===== config.mk =====
export PLATFORM = sky130hd
export DESIGN_NAME = evt_packet_fmt
export DESIGN_NICKNAME = d
export VERILOG_FILES = /design/src/rtl/pktfmt_pkg.sv /design/src/rtl/pf_collect.sv /design/src/rtl/pf_emit.sv /design/src/rtl/evt_packet_fmt.sv
export SDC_FILE = /design/constraint.sdc
export NUM_CORES = 2
export LEC_CHECK = 0
export CORE_MARGIN = 8
export CORE_UTILIZATION = 56
export CTS_CLUSTER_SIZE = 20
export DETAILED_ROUTE_END_ITERATION = 16
export PLACE_DENSITY_LB_ADDON = 0.2
export RECOVER_POWER = 100
export SKIP_CTS_REPAIR_TIMING = 1
export SLEW_MARGIN = 20
export SYNTH_ARGS = -nofsm -noshare
export SYNTH_HDL_FRONTEND = slang
export SYNTH_SLANG_ARGS = --single-unit

===== constraint.sdc =====
create_clock -name clk -period 4.3 [get_ports clk]
set_input_delay 0.86 -clock clk [delete_from_list [all_inputs] [get_ports clk]]
set_output_delay 0.86 -clock clk [all_outputs]
set_load 0.1 [all_outputs]

===== src/rtl/pktfmt_pkg.sv =====
package pktfmt_pkg;
    localparam int BCID_W   = 4;
    localparam int CH_W     = 7;
    localparam int AMP_W    = 3;
    localparam int SMP_W    = 6;
    localparam int THR_W    = 5;
    localparam int STAT_W   = 8;
    localparam int CNT_W    = 8;
    localparam int LEN_W    = 10;
    localparam int FLAG_W   = 3;
    localparam int NORM_MAX = 63;
    localparam int HDR_MAX  = 36;
    localparam int HLEN_W   = 6;
    localparam int IW_W     = 4;
    localparam int REC_W    = CH_W + AMP_W;
    localparam int AMP_MAX  = (1 << AMP_W) - 1;

    localparam logic [FLAG_W-1:0] FLAG_DENSE = 3'b001;
    localparam logic [FLAG_W-1:0] FLAG_FULL  = 3'b010;
    localparam logic [FLAG_W-1:0] FLAG_FILL  = 3'b100;

    typedef enum logic [1:0] {ST_IDLE, ST_COLLECT, ST_FINISH, ST_EMIT} fmt_state_e;

    typedef struct packed {
        logic [BCID_W-1:0] bcid;
        logic              nzs;
        logic              full;
        logic [STAT_W-1:0] ncm;
        logic [STAT_W-1:0] nsig;
        logic [STAT_W-1:0] nrec;
        logic [STAT_W-1:0] cm;
    } evt_info_t;

    typedef struct packed {
        logic [HDR_MAX-1:0] hdr;
        logic [HLEN_W-1:0]  hdr_len;
        logic [CNT_W-1:0]   items;
        logic [IW_W-1:0]    item_w;
    } pkt_plan_t;

    function automatic logic is_hit(logic signed [SMP_W-1:0] s, logic [THR_W-1:0] t);
        return s > $signed({1'b0, t});
    endfunction

    function automatic logic [AMP_W-1:0] amp_reduce(logic signed [SMP_W-1:0] s);
        logic [SMP_W-1:0] q;
        q = {2'b00, s[SMP_W-1:2]};
        return (q > SMP_W'(AMP_MAX)) ? AMP_W'(AMP_MAX) : q[AMP_W-1:0];
    endfunction

    function automatic pkt_plan_t plan_special(logic [BCID_W-1:0] bcid,
                                               logic [FLAG_W-1:0] flag,
                                               logic [CNT_W-1:0] cnt);
        pkt_plan_t p;
        p.hdr     = {bcid, 1'b1, flag, cnt, 20'd0};
        p.hdr_len = HLEN_W'(16);
        p.items   = '0;
        p.item_w  = IW_W'(REC_W);
        return p;
    endfunction
endpackage


===== src/rtl/pf_collect.sv =====
module pf_collect
    import pktfmt_pkg::*;
#(
    parameter int NCH = 128,
    localparam int IDX_W = $clog2(NCH),
    localparam int CW = $clog2(NCH + 1)
) (
    input  logic                    clk,
    input  logic                    rst,
    input  logic                    clr,
    input  logic                    wr_en,
    input  logic signed [SMP_W-1:0] smp,
    input  logic [THR_W-1:0]        thr,
    input  logic [IDX_W-1:0]        rd_idx,
    output logic [CW-1:0]           hit_cnt,
    output logic                    done_pulse,
    output logic [REC_W-1:0]        rd_rec,
    output logic [SMP_W-1:0]        rd_smp
);
    localparam int REC_D  = NORM_MAX + 1;
    localparam int REC_AW = $clog2(REC_D);

    logic [IDX_W-1:0] wcnt;
    logic [SMP_W-1:0] smp_mem [NCH];
    logic [REC_W-1:0] rec_mem [REC_D];
    logic             hit;

    assign hit        = is_hit(smp, thr);
    assign done_pulse = wr_en && (wcnt == IDX_W'(NCH - 1));

    always_ff @(posedge clk) begin
        if (rst || clr) begin
            wcnt    <= '0;
            hit_cnt <= '0;
        end else if (wr_en) begin
            wcnt <= wcnt + 1'b1;
            if (hit) hit_cnt <= hit_cnt + 1'b1;
        end
    end

    always_ff @(posedge clk) begin
        if (wr_en) smp_mem[wcnt] <= smp;
        if (wr_en && hit && (hit_cnt < CW'(REC_D)))
            rec_mem[hit_cnt[REC_AW-1:0]] <= {CH_W'(wcnt), amp_reduce(smp)};
    end

    assign rd_rec = (rd_idx < IDX_W'(REC_D)) ? rec_mem[rd_idx[REC_AW-1:0]] : '0;
    assign rd_smp = smp_mem[rd_idx];
endmodule


===== src/rtl/pf_emit.sv =====
module pf_emit
    import pktfmt_pkg::*;
#(
    parameter int IW = 7
) (
    input  logic             clk,
    input  logic             rst,
    input  logic             load,
    input  pkt_plan_t        plan,
    input  logic [REC_W-1:0] item_data,
    output logic [IW-1:0]    item_idx,
    output logic             bit_out,
    output logic             valid,
    output logic             first,
    output logic             last,
    output logic [LEN_W-1:0] len
);
    logic [HDR_MAX-1:0] hdr_sr;
    logic [HLEN_W-1:0]  hdr_left;
    logic [REC_W-1:0]   item_sr;
    logic [IW_W-1:0]    bit_left;
    logic [IW_W-1:0]    item_w_q;
    logic [LEN_W-1:0]   rem;
    logic [LEN_W-1:0]   total;
    logic               in_hdr;
    logic               fresh;

    assign total  = LEN_W'(plan.hdr_len) + LEN_W'(plan.items) * LEN_W'(plan.item_w);
    assign valid  = (rem != '0);
    assign in_hdr = (hdr_left != '0);
    assign fresh  = !in_hdr && (bit_left == '0);
    assign bit_out = in_hdr ? hdr_sr[HDR_MAX-1]
                   : (fresh ? item_data[REC_W-1] : item_sr[REC_W-1]);
    assign last   = (rem == LEN_W'(1));
    assign first  = valid && (rem == len);

    always_ff @(posedge clk) begin
        if (rst) begin
            hdr_sr   <= '0;
            hdr_left <= '0;
            item_sr  <= '0;
            bit_left <= '0;
            item_w_q <= '0;
            rem      <= '0;
            len      <= '0;
            item_idx <= '0;
        end else if (load) begin
            hdr_sr   <= plan.hdr;
            hdr_left <= plan.hdr_len;
            item_w_q <= plan.item_w;
            bit_left <= '0;
            item_idx <= '0;
            rem      <= total;
            len      <= total;
        end else if (valid) begin
            rem <= rem - 1'b1;
            if (in_hdr) begin
                hdr_sr   <= {hdr_sr[HDR_MAX-2:0], 1'b0};
                hdr_left <= hdr_left - 1'b1;
            end else if (fresh) begin
                item_sr  <= {item_data[REC_W-2:0], 1'b0};
                bit_left <= item_w_q - 1'b1;
                item_idx <= item_idx + 1'b1;
            end else begin
                item_sr  <= {item_sr[REC_W-2:0], 1'b0};
                bit_left <= bit_left - 1'b1;
            end
        end
    end
endmodule


===== src/rtl/evt_packet_fmt.sv =====
module evt_packet_fmt
    import pktfmt_pkg::*;
#(
    parameter int NCH = 128
) (
    input  logic              clk,
    input  logic              rst,
    input  logic              evt_start,
    input  logic [3:0]        evt_bcid,
    input  logic              evt_nzs,
    input  logic              evt_buf_full,
    input  logic [7:0]        st_ncm,
    input  logic [7:0]        st_nsig,
    input  logic [7:0]        st_nrec,
    input  logic [7:0]        st_cm,
    input  logic              smp_valid,
    input  logic [5:0]        smp_data,
    input  logic [4:0]        smp_thr,
    input  logic              fill_req,
    output logic              pkt_valid,
    output logic              pkt_bit,
    output logic              pkt_first,
    output logic              pkt_last,
    output logic [9:0]        pkt_len
);
    localparam int IDX_W = $clog2(NCH);
    localparam int CW    = $clog2(NCH + 1);

    fmt_state_e       state, state_nx;
    evt_info_t        info;
    logic             clr, wr_en, done_pulse, em_load;
    logic [CW-1:0]    hit_cnt;
    logic [CNT_W-1:0] cnt8;
    logic [REC_W-1:0] rd_rec, item_data;
    logic [SMP_W-1:0] rd_smp;
    logic [IDX_W-1:0] em_idx;
    pkt_plan_t        plan;

    assign clr   = (state == ST_IDLE) && evt_start;
    assign wr_en = (state == ST_COLLECT) && smp_valid;
    assign cnt8  = CNT_W'(hit_cnt);

    pf_collect #(.NCH(NCH)) u_collect (
        .clk(clk), .rst(rst), .clr(clr), .wr_en(wr_en),
        .smp(smp_data), .thr(smp_thr), .rd_idx(em_idx),
        .hit_cnt(hit_cnt), .done_pulse(done_pulse),
        .rd_rec(rd_rec), .rd_smp(rd_smp)
    );

    always_comb begin
        state_nx = state;
        em_load  = 1'b0;
        case (state)
            ST_IDLE: begin
                if (evt_start) state_nx = ST_COLLECT;
                else if (fill_req) begin
                    em_load  = 1'b1;
                    state_nx = ST_EMIT;
                end
            end
            ST_COLLECT: if (done_pulse) state_nx = ST_FINISH;
            ST_FINISH: begin
                em_load  = 1'b1;
                state_nx = ST_EMIT;
            end
            ST_EMIT: if (pkt_last) state_nx = ST_IDLE;
            default: state_nx = ST_IDLE;
        endcase
    end

    always_comb begin
        if (state == ST_IDLE) begin
            plan = plan_special(4'hF, FLAG_FILL, 8'hFF);
        end else if (info.full) begin
            plan = plan_special(info.bcid, FLAG_FULL, cnt8);
        end else if (info.nzs) begin
            plan.hdr     = {info.bcid, info.ncm, info.nsig, info.nrec, info.cm};
            plan.hdr_len = HLEN_W'(HDR_MAX);
            plan.items   = CNT_W'(NCH);
            plan.item_w  = IW_W'(SMP_W);
        end else if (hit_cnt > CW'(NORM_MAX)) begin
            plan = plan_special(info.bcid, FLAG_DENSE, cnt8);
        end else begin
            plan.hdr     = {info.bcid, 1'b0, cnt8[5:0], 25'd0};
            plan.hdr_len = HLEN_W'(11);
            plan.items   = cnt8;
            plan.item_w  = IW_W'(REC_W);
        end
    end

    assign item_data = info.nzs ? {rd_smp, {(REC_W-SMP_W){1'b0}}} : rd_rec;

    always_ff @(posedge clk) begin
        if (rst) begin
            state <= ST_IDLE;
            info  <= '0;
        end else begin
            state <= state_nx;
            if (clr)
                info <= '{bcid: evt_bcid, nzs: evt_nzs, full: evt_buf_full,
                          ncm: st_ncm, nsig: st_nsig, nrec: st_nrec, cm: st_cm};
        end
    end

    pf_emit #(.IW(IDX_W)) u_emit (
        .clk(clk), .rst(rst), .load(em_load), .plan(plan),
        .item_data(item_data), .item_idx(em_idx),
        .bit_out(pkt_bit), .valid(pkt_valid), .first(pkt_first),
        .last(pkt_last), .len(pkt_len)
    );
endmodule


==> results.md <==
* RSZ-0062 raised after global routing: true
* Final Cycle Share at 101%
* Reg2reg start: state[0]
* Initial Utilization at a little under three fifths
* Most frequent cells in the layout: edfxtp_1, nor2_1, mux4_2
* Initial drt markers at between 3000 and 4000
* Final wirelength at approximately 150 mm
* DP Cell Count at a little over 5000
* Ratio of cells with drive above 1 in the final layout at 18.3%
* Peak supply drop at between 0.0004 and 0.0005 V
* Number of synthesized flops with an enable pin at roughly 1400
* DIE WIDTH at 349 um
* Antenna-violating nets left at 0
* Number of top-level pins at ~70
* Cell taking the most area after synthesis: edfxtp_1
* # setup viols final at 1
* Mapped Cells at around 3500
* Avg Cell Area, Syn at about 18 um^2
* Residual DRC count at 0
* Nature of the critical path endpoint: output pin
* Wire per inst at ~28 um
* Failing checks: max-capacitance violations, max-slew violations, negative setup slack
* Hold Slack at 406 ps
* Slowest-stage cell, CP: mux4_2
* Min Tclk post-route at 4360 ps
* Design Power at between 0.03 and 0.04 W
* Synth-to-layout area growth at 13.2%
* Port bufs at between 60 and 70
* Synth unique cells at 73
* CTS tree: yes
* First-pass iteration count of the detailed router at 5
* Max Cap Viol at 22
* Leakage at about 22 nW
* Placer Congestion at approximately 0.88
* Die height at 349 um
* Vias at roughly 34000
* Top cell type's share of synthesized area at ~68%
* Root Buffer: clkbuf_16
* Fin. max-slew vios at between 1000 and 1500
* Vias in the first global route at ~34000
* Hold Crit Class: input port to register
* Clock Tree Buf Depth at 3
* Num CTS Buffers at ~150
* Ys async rst share at 0%
* Critical Path RT at 3440 ps
* Worst-path cell chain: buf_12 > buf_16 > buf_4 > mux4_2 > mux4_2 > nand2b_1 > a31oi_1 > nand3_2 > buf_12 > buf_12
* Crit start category: register
* Rows at about 120
* Detailed Place HPWL at roughly 94 mm
* Largest net degree at the start of global routing at about 130
* CTS sink count at ~1600
* Synth warn at 0
* Worst slew pin tran at 3230 ps
* Top FF cell, synth: edfxtp_1
* DR vias/cell at 6.34
* Global-route wire length before repair at 222 mm
* Critical Path Max Stage Delay at roughly 560 ps
* Clock Latency Late Sink at between 700 and 800 ps
* H-tree Lvls at 4
* Power per cell area at about 500 mW/mm^2
* Crit path kind: register to output pin
* Final hold violation count at 0
* Final core utilization at about 64%
* Gr ovfl total at 0
* Clk slew on worst S/H paths at roughly 60 ps
* Mapped Area at between 0.06 and 0.07 mm^2
* Total track usage at around a quarter
* Worst Hold Launch: smp_data[4]
* Critical Path AT at roughly 3500 ps
* Final WS setup at -59.8 ps
* Most used cell, CP: buf_12
* FF+latch count, synth at about 1600
* Status: complete, but fails checks
* Dominant cells by area after synthesis: edfxtp_1, mux4_2, dfxtp_1, nor2_1, mux2i_1
* Die ar. at approximately 0.12 mm^2
* Fillcell total at 7556
* Fmax achieved at about 230 MHz
* Final Non-Filler Cells at 5362
* Initial antenna violation count at 5
* Crit Path Max Fanout at 7
* Setup Skew at about 28 ps
* Max-slew headroom at -115%
* Total negative setup slack at -59.8 ps
* NumNets Final at just under 4000
* Core Area at roughly 0.11 mm^2
* Commonest non-fill, non-tap cell in the layout: edfxtp_1
* Register area share after synthesis at between 70% and 80%
cells in the mapped netlist (all sizes together) (3+ instances only):
cell type  number
a22oi         111
a31oi           7
o211ai          6
inv            43
and3           14
nor3           50
ha             37
or2            12
a22o            8
xor2           24
nand2         213
o32ai           6
o22ai          29
nand2b         10
o21ai          40
or3             7
or3b            3
nor2b          11
and2           16
fa              9
a211oi         54
clkbuf         99
o21bai          6
buf           109
nor2          321
nor4           16
a311oi          4
mux4          308
o2111ai         5
xnor2          21
mux2i         113
nand3          39
a221oi         22
a2111oi         5
nand3b         10
edfxtp       1408
o31ai           3
o21a            3
nand4           6
dfxtp         147
a21oi         138
or4             8
worst paths after layout:
path                         endpoint  slack [ps]  cells past startpoint
max                           pkt_bit         -60                     10
min          u_collect.smp_mem[84][4]         410                      1
max reg2reg             u_emit.len[9]         150                     19
min reg2reg                  info[21]         460                      2
logic make-up (layout without fill, tap and decap cells):
group	after synthesis	after routing	synth area share, %
adder cells (fa/ha/maj)	46	46	1.04
AO/OA/AOI/OAI	457	457	4.89
buffers and inverters	251	591	2.08
multiplexers	421	421	13.2
other	2	11	0.0121
flip-flops	1555	1555	72.9
XOR/XNOR	45	45	0.635
AND/OR/NAND/NOR	747	748	5.30
worst max-delay path: cells and delay by family, from the launching register on:
kind            cells  cell delay [ps]
mux                 2             1060
buf+inv             5              820
flops               1              380
simple gates        2              290
compound gates      1              180
metrics by stage:
| stage | setup WS (ps) | area (um^2) |
|---|---|---|
| after floorplan | 50.2 | 62100 |
| after global routing | -162 | 70300 |
| after detailed placement | 35.9 | 65000 |
| final | -59.8 | 70300 |
| after CTS | -529 | 70000 |
| after global placement | 130 | 65000 |
metal layers:
layer	wire length (um)	global-route usage, %	share of wire, %
met1	59700	33.5	40
met2	71900	38.7	48
met3	12800	4.57	8.5
met4	5710	9.57	3.8
met5	27	0	0.018
power by group:
part	total [W]	internal (W)	switching, W
logic	0.00492	0.00186	0.00306
registers	0.0170	0.0168	0.000240
clock network	0.0133	0.00777	0.00555
total	0.0352	0.0264	0.00885
cell type report:
class                           count  area (um^2)  area share (%)
Multi-Input combinational cell   1725        15800            22.5
Tap cell                         1488         1860            2.65
Sequential cell                  1555        45200            64.4
Inverter                           43          161           0.230
Timing Repair Buffer              265         2180            3.11
Clock inverter                     86          896            1.27
Antenna cell                        3         7.51          0.0107
Clock buffer                      197         4130            5.87
flip-flops by register name, indices dropped and copies added, names as in the netlist, 4 cells and up, named ones only:
name / count
u_emit.rem: 10
u_emit.hdr_sr: 36
u_collect.smp_mem: 768
u_emit.hdr_left: 6
info: 38
u_collect.hit_cnt: 8
u_emit.item_sr: 9
u_emit.item_idx: 7
u_emit.len: 10
u_collect.wcnt: 7
u_emit.bit_left: 4
u_collect.rec_mem: 640
No activity file was read; power rests on OpenSTA's default activity.
